===== config.mk =====
export PLATFORM = sky130hd
export DESIGN_NAME = agc_port
export DESIGN_NICKNAME = d
export VERILOG_FILES = /design/src/rtl/agc_port_pkg.sv /design/src/rtl/agc_slot.sv /design/src/rtl/agc_pick.sv /design/src/rtl/agc_tx.sv /design/src/rtl/agc_port.sv
export SDC_FILE = /design/constraint.sdc
export NUM_CORES = 1
export LEC_CHECK = 0
export BUFFER_PORTS_ARGS = -buffer_cell sky130_fd_sc_hd__buf_2
export CORE_MARGIN = 5
export CORE_UTILIZATION = 55
export DETAILED_ROUTE_END_ITERATION = 10
export GPL_TIMING_DRIVEN = 0
export PLACE_DENSITY = 0.9
export SYNTH_ARGS = -nofsm -noshare
export SYNTH_HDL_FRONTEND = slang
export SYNTH_SLANG_ARGS = --single-unit
export TNS_END_PERCENT = 100

===== constraint.sdc =====
create_clock -name clk -period 2 [get_ports clk]
set_clock_uncertainty 0.05 [all_clocks]
set_input_delay 0.1 -clock clk [delete_from_list [all_inputs] [get_ports clk]]
set_output_delay 0.1 -clock clk [all_outputs]
set_load 0.03 [all_outputs]

===== src/rtl/agc_port_pkg.sv =====
package agc_port_pkg;
   typedef enum logic [1:0] {
      PS_IDLE = 2'd0,
      PS_QW   = 2'd1,
      PS_RSSI = 2'd2
   } port_st_e;

   localparam int TAG_W = 2;
endpackage


===== src/rtl/agc_slot.sv =====
module agc_slot #(
   parameter int DATA_W = 16,
   parameter int GAIN_W = 12
) (
   input  logic              clk,
   input  logic              rst_n,
   input  logic              accept_en,
   input  logic              smp_vld,
   input  logic [DATA_W-1:0] smp_i,
   input  logic [DATA_W-1:0] smp_q,
   input  logic [GAIN_W-1:0] smp_gain,
   input  logic              take,
   output logic              pend,
   output logic [DATA_W-1:0] hold_i,
   output logic [DATA_W-1:0] hold_q,
   output logic [GAIN_W-1:0] hold_gain,
   output logic              upd
);
   logic [GAIN_W-1:0] last_gain;
   logic              new_acc;
   logic              upd_base;

   assign new_acc  = smp_vld && accept_en;
   assign upd_base = take ? 1'b0 : upd;

   always_ff @(posedge clk) begin
      if (!rst_n) begin
         pend      <= 1'b0;
         upd       <= 1'b0;
         last_gain <= '0;
         hold_i    <= '0;
         hold_q    <= '0;
         hold_gain <= '0;
      end else if (!accept_en) begin
         pend <= 1'b0;
         upd  <= 1'b0;
      end else if (new_acc) begin
         pend      <= 1'b1;
         hold_i    <= smp_i;
         hold_q    <= smp_q;
         hold_gain <= smp_gain;
         last_gain <= smp_gain;
         upd       <= upd_base | (smp_gain != last_gain);
      end else if (take) begin
         pend <= 1'b0;
         upd  <= 1'b0;
      end
   end
endmodule


===== src/rtl/agc_pick.sv =====
module agc_pick #(
   parameter int N_SRC = 2,
   localparam int SEL_W = (N_SRC > 1) ? $clog2(N_SRC) : 1
) (
   input  logic [N_SRC-1:0] pend,
   output logic             any,
   output logic [SEL_W-1:0] sel
);
   always_comb begin
      sel = '0;
      for (int k = N_SRC - 1; k >= 0; k--) begin
         if (pend[k]) sel = SEL_W'(k);
      end
   end

   assign any = |pend;
endmodule


===== src/rtl/agc_tx.sv =====
module agc_tx
   import agc_port_pkg::*;
#(
   parameter int DATA_W = 16,
   parameter int GAIN_W = 12
) (
   input  logic              clk,
   input  logic              rst_n,
   input  logic              grant,
   input  logic              g_src,
   input  logic [DATA_W-1:0] g_i,
   input  logic [DATA_W-1:0] g_q,
   input  logic [GAIN_W-1:0] g_gain,
   input  logic              g_upd,
   output logic              busy,
   output logic [DATA_W-1:0] data_o,
   output logic              iq_o,
   output logic [TAG_W-1:0]  tag_o
);
   port_st_e          st;
   logic              c_src;
   logic              c_upd;
   logic [DATA_W-1:0] c_q;
   logic [GAIN_W-1:0] c_gain;
   logic [DATA_W-1:0] rssi_w;

   generate
      if (DATA_W == GAIN_W) begin : g_no_pad
         assign rssi_w = ~c_gain;
      end else begin : g_pad
         assign rssi_w = {~c_gain, {(DATA_W-GAIN_W){1'b0}}};
      end
   endgenerate

   assign busy = (st != PS_IDLE);

   always_ff @(posedge clk) begin
      if (!rst_n) begin
         st     <= PS_IDLE;
         c_src  <= 1'b0;
         c_upd  <= 1'b0;
         c_q    <= '0;
         c_gain <= '0;
         data_o <= '0;
         iq_o   <= 1'b0;
         tag_o  <= '0;
      end else begin
         case (st)
            PS_IDLE: begin
               if (grant) begin
                  data_o <= g_i;
                  iq_o   <= 1'b1;
                  tag_o  <= {1'b0, g_src};
                  c_src  <= g_src;
                  c_q    <= g_q;
                  c_gain <= g_gain;
                  c_upd  <= g_upd;
                  st     <= PS_QW;
               end else begin
                  data_o <= '0;
                  iq_o   <= 1'b0;
                  tag_o  <= '0;
               end
            end
            PS_QW: begin
               data_o <= c_q;
               iq_o   <= 1'b0;
               tag_o  <= {1'b0, c_src};
               st     <= c_upd ? PS_RSSI : PS_IDLE;
            end
            PS_RSSI: begin
               data_o <= rssi_w;
               iq_o   <= 1'b0;
               tag_o  <= {1'b1, c_src};
               st     <= PS_IDLE;
            end
            default: begin
               data_o <= '0;
               iq_o   <= 1'b0;
               tag_o  <= '0;
               st     <= PS_IDLE;
            end
         endcase
      end
   end
endmodule


===== src/rtl/agc_port.sv =====
module agc_port #(
   parameter int DATA_W = 16,
   parameter int GAIN_W = 12
) (
   input  logic              clk,
   input  logic              rst_n,
   input  logic              agc_mode,
   input  logic              en_a,
   input  logic              en_b,
   input  logic              a_vld,
   input  logic [DATA_W-1:0] a_i,
   input  logic [DATA_W-1:0] a_q,
   input  logic [GAIN_W-1:0] a_gain,
   input  logic              b_vld,
   input  logic [DATA_W-1:0] b_i,
   input  logic [DATA_W-1:0] b_q,
   input  logic [GAIN_W-1:0] b_gain,
   output logic              port_req,
   input  logic              port_ack,
   output logic [DATA_W-1:0] port_data,
   output logic              port_iq,
   output logic [1:0]        port_tag
);
   localparam int N_SRC = 2;
   localparam int SEL_W = 1;

   generate
      if (GAIN_W < 1 || GAIN_W > DATA_W) begin : g_bad_gain_w
         $error("agc_port: GAIN_W must lie in 1..DATA_W");
      end
      if (DATA_W > 63) begin : g_bad_data_w
         $error("agc_port: DATA_W must not exceed 63");
      end
   endgenerate

   logic [N_SRC-1:0]  in_vld;
   logic [N_SRC-1:0]  in_en;
   logic [DATA_W-1:0] in_i    [N_SRC];
   logic [DATA_W-1:0] in_q    [N_SRC];
   logic [GAIN_W-1:0] in_gain [N_SRC];
   logic [N_SRC-1:0]  pend;
   logic [N_SRC-1:0]  upd;
   logic [N_SRC-1:0]  take;
   logic [DATA_W-1:0] h_i     [N_SRC];
   logic [DATA_W-1:0] h_q     [N_SRC];
   logic [GAIN_W-1:0] h_gain  [N_SRC];
   logic              any_pend;
   logic [SEL_W-1:0]  sel;
   logic              busy;
   logic              grant;

   assign in_vld     = {b_vld, a_vld};
   assign in_en      = {en_b, en_a} & {N_SRC{agc_mode}};
   assign in_i[0]    = a_i;
   assign in_i[1]    = b_i;
   assign in_q[0]    = a_q;
   assign in_q[1]    = b_q;
   assign in_gain[0] = a_gain;
   assign in_gain[1] = b_gain;

   generate
      for (genvar k = 0; k < N_SRC; k++) begin : g_slot
         assign take[k] = grant && (sel == SEL_W'(k));
         agc_slot #(.DATA_W(DATA_W), .GAIN_W(GAIN_W)) u_slot (
            .clk       (clk),
            .rst_n     (rst_n),
            .accept_en (in_en[k]),
            .smp_vld   (in_vld[k]),
            .smp_i     (in_i[k]),
            .smp_q     (in_q[k]),
            .smp_gain  (in_gain[k]),
            .take      (take[k]),
            .pend      (pend[k]),
            .hold_i    (h_i[k]),
            .hold_q    (h_q[k]),
            .hold_gain (h_gain[k]),
            .upd       (upd[k])
         );
      end
   endgenerate

   agc_pick #(.N_SRC(N_SRC)) u_pick (
      .pend (pend),
      .any  (any_pend),
      .sel  (sel)
   );

   assign port_req = agc_mode && !busy && any_pend;
   assign grant    = port_req && port_ack;

   agc_tx #(.DATA_W(DATA_W), .GAIN_W(GAIN_W)) u_tx (
      .clk    (clk),
      .rst_n  (rst_n),
      .grant  (grant),
      .g_src  (sel),
      .g_i    (h_i[sel]),
      .g_q    (h_q[sel]),
      .g_gain (h_gain[sel]),
      .g_upd  (upd[sel]),
      .busy   (busy),
      .data_o (port_data),
      .iq_o   (port_iq),
      .tag_o  (port_tag)
   );
endmodule



### After elaboration in Yosys (flattened, before gate mapping)

Cells that the tools add are included.

* $lt $le $gt $ge: 2
* equal/unequal tests: 5
* muxes and demuxes: 29
* bitwise logic cells: 6
* reductions and logical operators: 19

Operators with widths (number)
* $mux 16: 7
* $pmux 16 s3: 1
* $mux 12: 3
* $ne 12x12->1: 2
* $mux 1: 14
* $not 12->12: 1
* $reduce_and 2->1: 6
* $logic_and 1x1->1: 7
* $pmux 2 s3: 1
* $reduce_bool 2->1: 3
* $mux 2: 2
* $pmux 2 s2: 1
* $and 2x2->2: 1
* $eq 2x1->1 const B: 1
* $eq 2x2->1 const B: 1
* $ge 2x2->1 const B: 1
* $logic_not 2->1: 1
* $lt 1x2->1 const B: 1
* $ne 2x2->1 const B: 1
* $not 1->2: 1
* $or 1x1->1: 2
* $reduce_or 2->1: 1
* $logic_not 1->1: 1
* $not 1->1: 1

* register bits after elaboration: 143

### Depth between registers and ports, before layout

Gate-level depths: netlist of run 1.

* depth in word-level cells: 9
* depth in mapped cells: 7
* mapped depth without buffers: 4

### Hierarchy

Synthesis of run 1 repeated with hierarchy kept, for this count alone.

* cells, all modules: 721
* area total of the unflattened synthesis: 6485.0 µm²

By module, submodules not included
* agc_slot: times used 2, cells an instance 216, area each 1911.8 µm²
* agc_tx: times used 1, cells an instance 231, area each 1943.1 µm²
* agc_port: times used 1, cells an instance 56, area each 705.7 µm²
* agc_pick: times used 1, cells an instance 2, area each 12.5 µm²

### Worst setup path after synthesis of run 1

No wires, ideal clock.

* path type: register to output
* start: reg u_tx.st[1]
* end: out port_req
* arrival: 1.776 ns
* required time: 1.850 ns
* path slack: 0.074 ns
* stages on the path, launching flop included: 4
* path buffers: 2
* path through: dfxtp_1 buf_2 buf_1 nor4b_1

* longest elaborated chain between the ends: 4

RTL lines
* start, declared: RTL line agc_tx.sv:20 `port_st_e st;`
* start signal, assigned: RTL line agc_tx.sv:69 `st <= c_upd ? PS_RSSI : PS_IDLE;`
* $reduce_bool 2->1: RTL line agc_tx.sv:35 `assign busy = (st != PS_IDLE);`
* $logic_not 1->1: RTL line agc_port.sv:88 `assign port_req = agc_mode && !busy && any_pend;`
* $logic_and 1x1->1 (2 in a row): RTL line agc_port.sv:88
* end, declared: RTL line agc_port.sv:18 `output logic port_req,`

No other way between the ends.

### Worst setup path in the final report of run 1

* start: reg u_tx.st[0]
* end: reg g_slot[0].u_slot.pend

* longest elaborated chain between the ends: 7

RTL lines
* $reduce_bool 2->1: RTL line agc_tx.sv:35
* $logic_not 1->1: RTL line agc_port.sv:88
* $logic_and 1x1->1 (2 in a row): RTL line agc_port.sv:88
* $logic_and 1x1->1: RTL line agc_port.sv:89 `assign grant = port_req && port_ack;`
* $logic_and 1x1->1: RTL line agc_port.sv:63 `assign take[k] = grant && (sel == SEL_W'(k));`
* $reduce_bool 2->1 (no line)
* end signal, assigned: RTL line agc_slot.sv:35 `pend <= 1'b0;`
* end signal, assigned: RTL line agc_slot.sv:38 `pend <= 1'b1;`
* end signal, assigned: RTL line agc_slot.sv:45 `pend <= 1'b0;`
* end, declared: RTL line agc_slot.sv:13 `output logic pend,`

No other way between the ends.
A chain may end at the register's enable or synchronous reset.

==> impl_metrics.env, run 1 <==
export IMPL_synth_compound_area_share_pct=20.9
export IMPL_grt_max_degree=20
export IMPL_synthCells=658
export IMPL_hpwl_um=11800
export IMPL_synthDistinctLibCells=33
export IMPL_dr_pass1_iters=7
export IMPL_rsz0062_at_grt="no"
export IMPL_cts_tree="done"
export IMPL_synth_top_family_by_area="compound AO/OA/AOI/OAI gates"
export IMPL_first_global_vias=6179
export IMPL_portBuffers=113
export IMPL_grt_ovfl_total=0
export IMPL_core_area_um2=10800
export IMPL_synth_net_count=754
export IMPL_whs_ns=0.106
export IMPL_max_clock_freq_mhz=511
export IMPL_clk_path_buf_depth=2
export IMPL_clk_pin_slew_ns=0.06
export IMPL_row_count=38
export IMPL_synth_simple_area_share_pct=15.9
export IMPL_grt_pass1_wl_um=31800
export IMPL_cap_violations=0
export IMPL_ioPinCount=116
export IMPL_hold_viol_final=0
export IMPL_synth_fa_ha_area_share_pct=0
export IMPL_post_drt_wl_per_cell_um=19.8
export IMPL_start_kind="flip-flop"
export IMPL_finalSetupViolCount=0
export IMPL_critPathKind="reg -> reg"
export IMPL_synth_mux_area_share_pct=8.07
export IMPL_required_ns=2.36
export IMPL_area_growth_pct=38.3
export IMPL_worst_setup_path_end_kind="flip-flop"
export IMPL_drc=0
export IMPL_worstHoldPathType="in -> reg"
export IMPL_leakagePower_nw=3.77
export IMPL_yosysSeqAreaShare_pct=47.2
export IMPL_crit_arrival_ns=2.32
export IMPL_final_common_cell="nand2_1"
export IMPL_antenna_found_initial=2
export IMPL_multi_input_area_um2=2940
export IMPL_fin_tns_setup_ns=0
export IMPL_htree_num_levels=4
export IMPL_drv_slew=0
export IMPL_drtIter0Drc=592
export IMPL_drt_vias_per_instance=5.78
export IMPL_die_y_um=115
export IMPL_netlist_area_um2=6060
export IMPL_outcome="finished clean"
export IMPL_period_minus_slack_ns=1.96
export IMPL_path_max_fanout=4
export IMPL_slew_headroom_pct=60.5
export IMPL_drive_gt1_share_pct=21.6
export IMPL_num_nets_final=981
export IMPL_dieArea_um2=13200
export IMPL_gp_routability_congestion=0.889
export IMPL_initial_core_util_pct=55.9
export IMPL_syn_area_per_cell_um2=9.21
export IMPL_power_per_cell_area_nw_per_um2=824
export IMPL_root_buffer="clkbuf_8"
export IMPL_ys_seq_elements=143
export IMPL_wirelength_um=20600
export IMPL_peakVddDrop_uv=630
export IMPL_synth_xor_area_share_pct=3.47
export IMPL_die_w_um=115
export IMPL_grt_use_total_pct=31.2
export IMPL_worst_pin_slew_ns=0.593
export IMPL_num_vias=6013
export IMPL_final_cell_mix="nand2_1, dfxtp_1, buf_2"
export IMPL_numCtsBuffers=17
export IMPL_ys_warn_count=0
export IMPL_clock_sinks=143
export IMPL_seqCellArea_um2=2860
export IMPL_ant_nets=0
export IMPL_total_power_mw=6.91
export IMPL_post_route_period_util_pct=97.8
export IMPL_fillers=667
export IMPL_clk_latency_ns=0.54
## area by class of cell
cell class / instances / share of cell area, %
antenna: 2 / 0.0597
multi-input combinational: 463 / 35.0
tap: 140 / 2.09
sequential: 143 / 34.2
clock buffer: 17 / 4.94
clock inverter: 15 / 2.33
timing repair buffer: 209 / 18.2
buffer: 51 / 3.18
## report_power, final
group,internal [mW],switching [mW],total (mW)
Combinational,0.336,0.302,0.638
Sequential,2.93,0.0591,2.99
Clock,2.02,1.27,3.29
Total,5.28,1.63,6.91
## synthesized netlist by cell type, drive strengths merged
master	count	area, um^2
buf	24	165
and2b	1	10.0
nand4	6	37.5
and3	2	12.5
nand3b	1	7.51
a22oi	4	30.0
and3b	1	8.76
a21boi	89	668
mux2i	29	290
nor2	7	26.3
a21oi	5	25.0
nand3	4	20.0
nand2	211	792
nand2b	1	6.26
mux2	16	199
and4b	1	10.0
dfxtp	143	2860
and2	2	12.5
xnor2	24	210
nor4b	1	8.76
clkbuf	28	105
o31ai	2	15.0
a211oi	12	90.1
and4bb	1	12.5
o211a	29	290
a221oi	12	136
o21ai	2	10.0
## kinds of logic (layout without fill, tap and decap cells)
group,count (synthesis),count (layout)
other,0,2
AND/OR/NAND/NOR,239,239
XOR/XNOR,24,24
multiplexers,45,45
buffers and inverters,52,292
flip-flops,143,143
AO/OA/AOI/OAI,155,155
## routing by layer
layer  global-route usage, %  vias up  share of wire (%)  routed length, um
met1                    35.8     2840                 38               7870
met5                       0        -                  0                  0
met3                    7.53       89                8.4               1730
met2                    52.9      367                 48               9920
li1                        -     2717                  -                  -
met4                    18.4        0                5.3               1090
## metrics by stage
stage                     worst slack (ns)  utilization, %  area (um^2)  cells
after floorplan                     0.0740               -         6060    658
after global placement               0.256            62.8         6800    911
after detailed placement             0.227            62.8         6800    911
after CTS                           0.0901            77.3         8380   1038
after global routing                0.0189            77.4         8390   1040
final                               0.0449            77.4         8390   1040
## worst max-delay path: stages, from the launching register on
cell and delay [ns]:
dfxtp_1 0.34, and4bb_2 0.37, o21ai_0 0.19, a21oi_2 0.24, nor2_1 0.07, dlygate4sd3_1 0.57
## final timing paths
kind | slack (ns) | to | cells after the start | startpoint
worst max-delay path | 0.04 | g_slot[0].u_slot.pend$_SDFFE_PN0P_ | 5 | u_tx.st[0]$_SDFFE_PN0P_
worst min-delay path | 0.11 | g_slot[1].u_slot.hold_q[15]$_SDFFE_PN0P_ | 3 | rst_n
worst max register to register | 0.04 | g_slot[0].u_slot.pend$_SDFFE_PN0P_ | 5 | u_tx.st[0]$_SDFFE_PN0P_
worst min register to register | 0.41 | g_slot[1].u_slot.hold_q[14]$_SDFFE_PN0P_ | 2 | g_slot[1].u_slot.hold_q[14]$_SDFFE_PN0P_
## repair_timing
item	in CTS	in global routing
pin swaps	0	1
setup endpoints to repair	1	1
hold buffers	96	0
buffers inserted	0	0
hold endpoints to repair	92	0
resized for setup	1	2
## state kept, by name, indices dropped and copies added (netlist names), 12 cells and up
register	flops
u_tx.data_o	16
g_slot.u_slot.hold_gain	12
g_slot.u_slot.hold_i	32
g_slot.u_slot.hold_q	32
u_tx.c_gain	12
g_slot.u_slot.last_gain	12
u_tx.c_q	16
No activity file was read; power rests on OpenSTA's default activity.
==> inputs of run 2 (changes only) <==
--- a/config.mk
+++ b/config.mk
@@ -9,7 +9,6 @@
 export CORE_MARGIN = 5
 export CORE_UTILIZATION = 55
 export DETAILED_ROUTE_END_ITERATION = 10
-export GPL_TIMING_DRIVEN = 0
 export PLACE_DENSITY = 0.9
 export SYNTH_ARGS = -nofsm -noshare
 export SYNTH_HDL_FRONTEND = slang
==> impl_metrics.env, run 2 (synthesis results as in run 1) <==
export IMPL_drc=0
export IMPL_power_per_cell_area_nw_per_um2=822
export IMPL_r2r_start="u_tx.st[0]$_SDFFE_PN0P_"
export IMPL_cap_violations=0
export IMPL_gp_routability_congestion=0.862
export IMPL_antenna_found_initial=0
export IMPL_grt_max_degree=46
export IMPL_diodes=0
export IMPL_numCtsBuffers=17
export IMPL_grt_pass1_wl_um=29700
export IMPL_first_global_vias=5892
export IMPL_post_drt_wl_per_cell_um=18.8
export IMPL_dieArea_um2=13200
export IMPL_drtIter0Drc=477
export IMPL_fillers=670
export IMPL_max_clock_freq_mhz=534
export IMPL_reg2reg_slack_ns=0.14
export IMPL_fin_area_um2=8230
export IMPL_fin_tns_setup_ns=0
export IMPL_row_count=38
export IMPL_worst_setup_path_end_kind="primary output"
export IMPL_cts_tree="done"
export IMPL_slew_headroom_pct=54.3
export IMPL_root_buffer="clkbuf_8"
export IMPL_path_max_fanout=29
export IMPL_start_kind="flip-flop"
export IMPL_final_common_cell="nand2_1"
export IMPL_worst_pin_slew_ns=0.684
export IMPL_dpl_cell_area_um2=6670
export IMPL_grt_use_total_pct=28.9
export IMPL_outcome="finished clean"
export IMPL_core_area_um2=10800
export IMPL_clock_sinks=143
export IMPL_r2r_end="g_slot[1].u_slot.pend$_SDFFE_PN0P_"
export IMPL_grt_ovfl_total=0
export IMPL_multi_input_area_um2=2940
export IMPL_rr_worst_depth=5
export IMPL_ant_nets=0
export IMPL_critPathKind="reg -> out"
export IMPL_num_vias=5706
export IMPL_post_route_period_util_pct=93.7
export IMPL_peakVddDrop_uv=671
export IMPL_clk_pin_slew_ns=0.06
export IMPL_reg_largest_list="g_slot.u_slot.hold_i x32, g_slot.u_slot.hold_q x32"
export IMPL_period_minus_slack_ns=1.87
export IMPL_clk_path_buf_depth=2
export IMPL_hpwl_um=11200
export IMPL_clk_latency_ns=0.53
export IMPL_dp_cells=876
export IMPL_endpoint="port_req"
export IMPL_critPathLaunch="u_tx.st[1]$_SDFFE_PN0P_"
export IMPL_portBuffers=115
export IMPL_ioPinCount=116
export IMPL_worstHoldPathType="in -> reg"
export IMPL_seqCellArea_um2=2860
export IMPL_dr_pass1_iters=5
export IMPL_htree_num_levels=4
export IMPL_die_w_um=115
export IMPL_drive_gt1_share_pct=21.5
export IMPL_wirelength_um=18900
export IMPL_final_cell_mix="nand2_1, dfxtp_1, buf_2"
export IMPL_die_y_um=115
export IMPL_area_growth_pct=35.8
export IMPL_initial_core_util_pct=55.9
export IMPL_finalSetupViolCount=0
export IMPL_drv_slew=0
export IMPL_crit_arrival_ns=1.72
export IMPL_whs_ns=0.0229
export IMPL_stdcell_count=1004
export IMPL_rsz0062_at_grt="no"
export IMPL_min_path_cells=2
export IMPL_num_nets_final=947
export IMPL_required_ns=1.85
export IMPL_leakagePower_nw=3.71
export IMPL_drt_vias_per_instance=5.68
export IMPL_hold_viol_final=0
## run 2: per-layer routing
metal	track usage [%]	routed length [um]
met1	32.6	7280
met2	49.3	9290
met3	7.68	1280
met4	16.6	1040
met5	0	0
## run 2: power breakdown
part	switching (mW)	total (mW)	internal, mW
Sequential	0.0588	2.99	2.93
Combinational	0.278	0.605	0.327
Clock	1.19	3.18	1.99
Total	1.53	6.77	5.24
## run 2: critical path: stages, from the launching register on
cell     delay, ns
dfxtp_1       0.32
buf_4         0.24
nor4b_2       0.36
buf_2         0.26
## run 2: worst min path at each step
stage / from / endpoint / slack, ns
3_5_place_dp: b_q[4] / g_slot[1].u_slot.hold_q[4]$_SDFFE_PN0P_ / 0.31
2_1_floorplan: a_vld / g_slot[0].u_slot.pend$_SDFFE_PN0P_ / 0.17
5_1_grt: rst_n / g_slot[1].u_slot.hold_q[14]$_SDFFE_PN0P_ / 0.02
3_3_place_gp: a_i[12] / g_slot[0].u_slot.hold_i[12]$_SDFFE_PN0P_ / 0.30
4_1_cts: rst_n / g_slot[1].u_slot.hold_q[14]$_SDFFE_PN0P_ / 0.003
6_report: rst_n / g_slot[1].u_slot.hold_q[14]$_SDFFE_PN0P_ / 0.02
## run 2: stage by stage
step	util (%)	setup slack [ns]	total power, mW
global route	76.0	0.0613	6.99
global placement	61.5	0.365	3.45
CTS	75.9	0.0510	6.75
floorplan	-	0.0740	3.29
detailed placement	61.5	0.289	3.48
finish	76.0	0.127	6.77
## run 2: area by class of cell
cell class / instances / share of cell area, %
flip-flops and latches: 143 / 34.8
clock buffers: 21 / 5.58
well taps: 140 / 2.13
multi-input cells: 463 / 35.7
clock inverters: 11 / 1.67
repair buffers: 226 / 20.2
## run 2: timing repair
action | CTS | global route
resized for setup | 0 | 1
buffers inserted | 0 | 0
endpoints found under the hold margin | 92 | 0
hold buffers | 96 | 0
setup endpoints to repair | 0 | 1
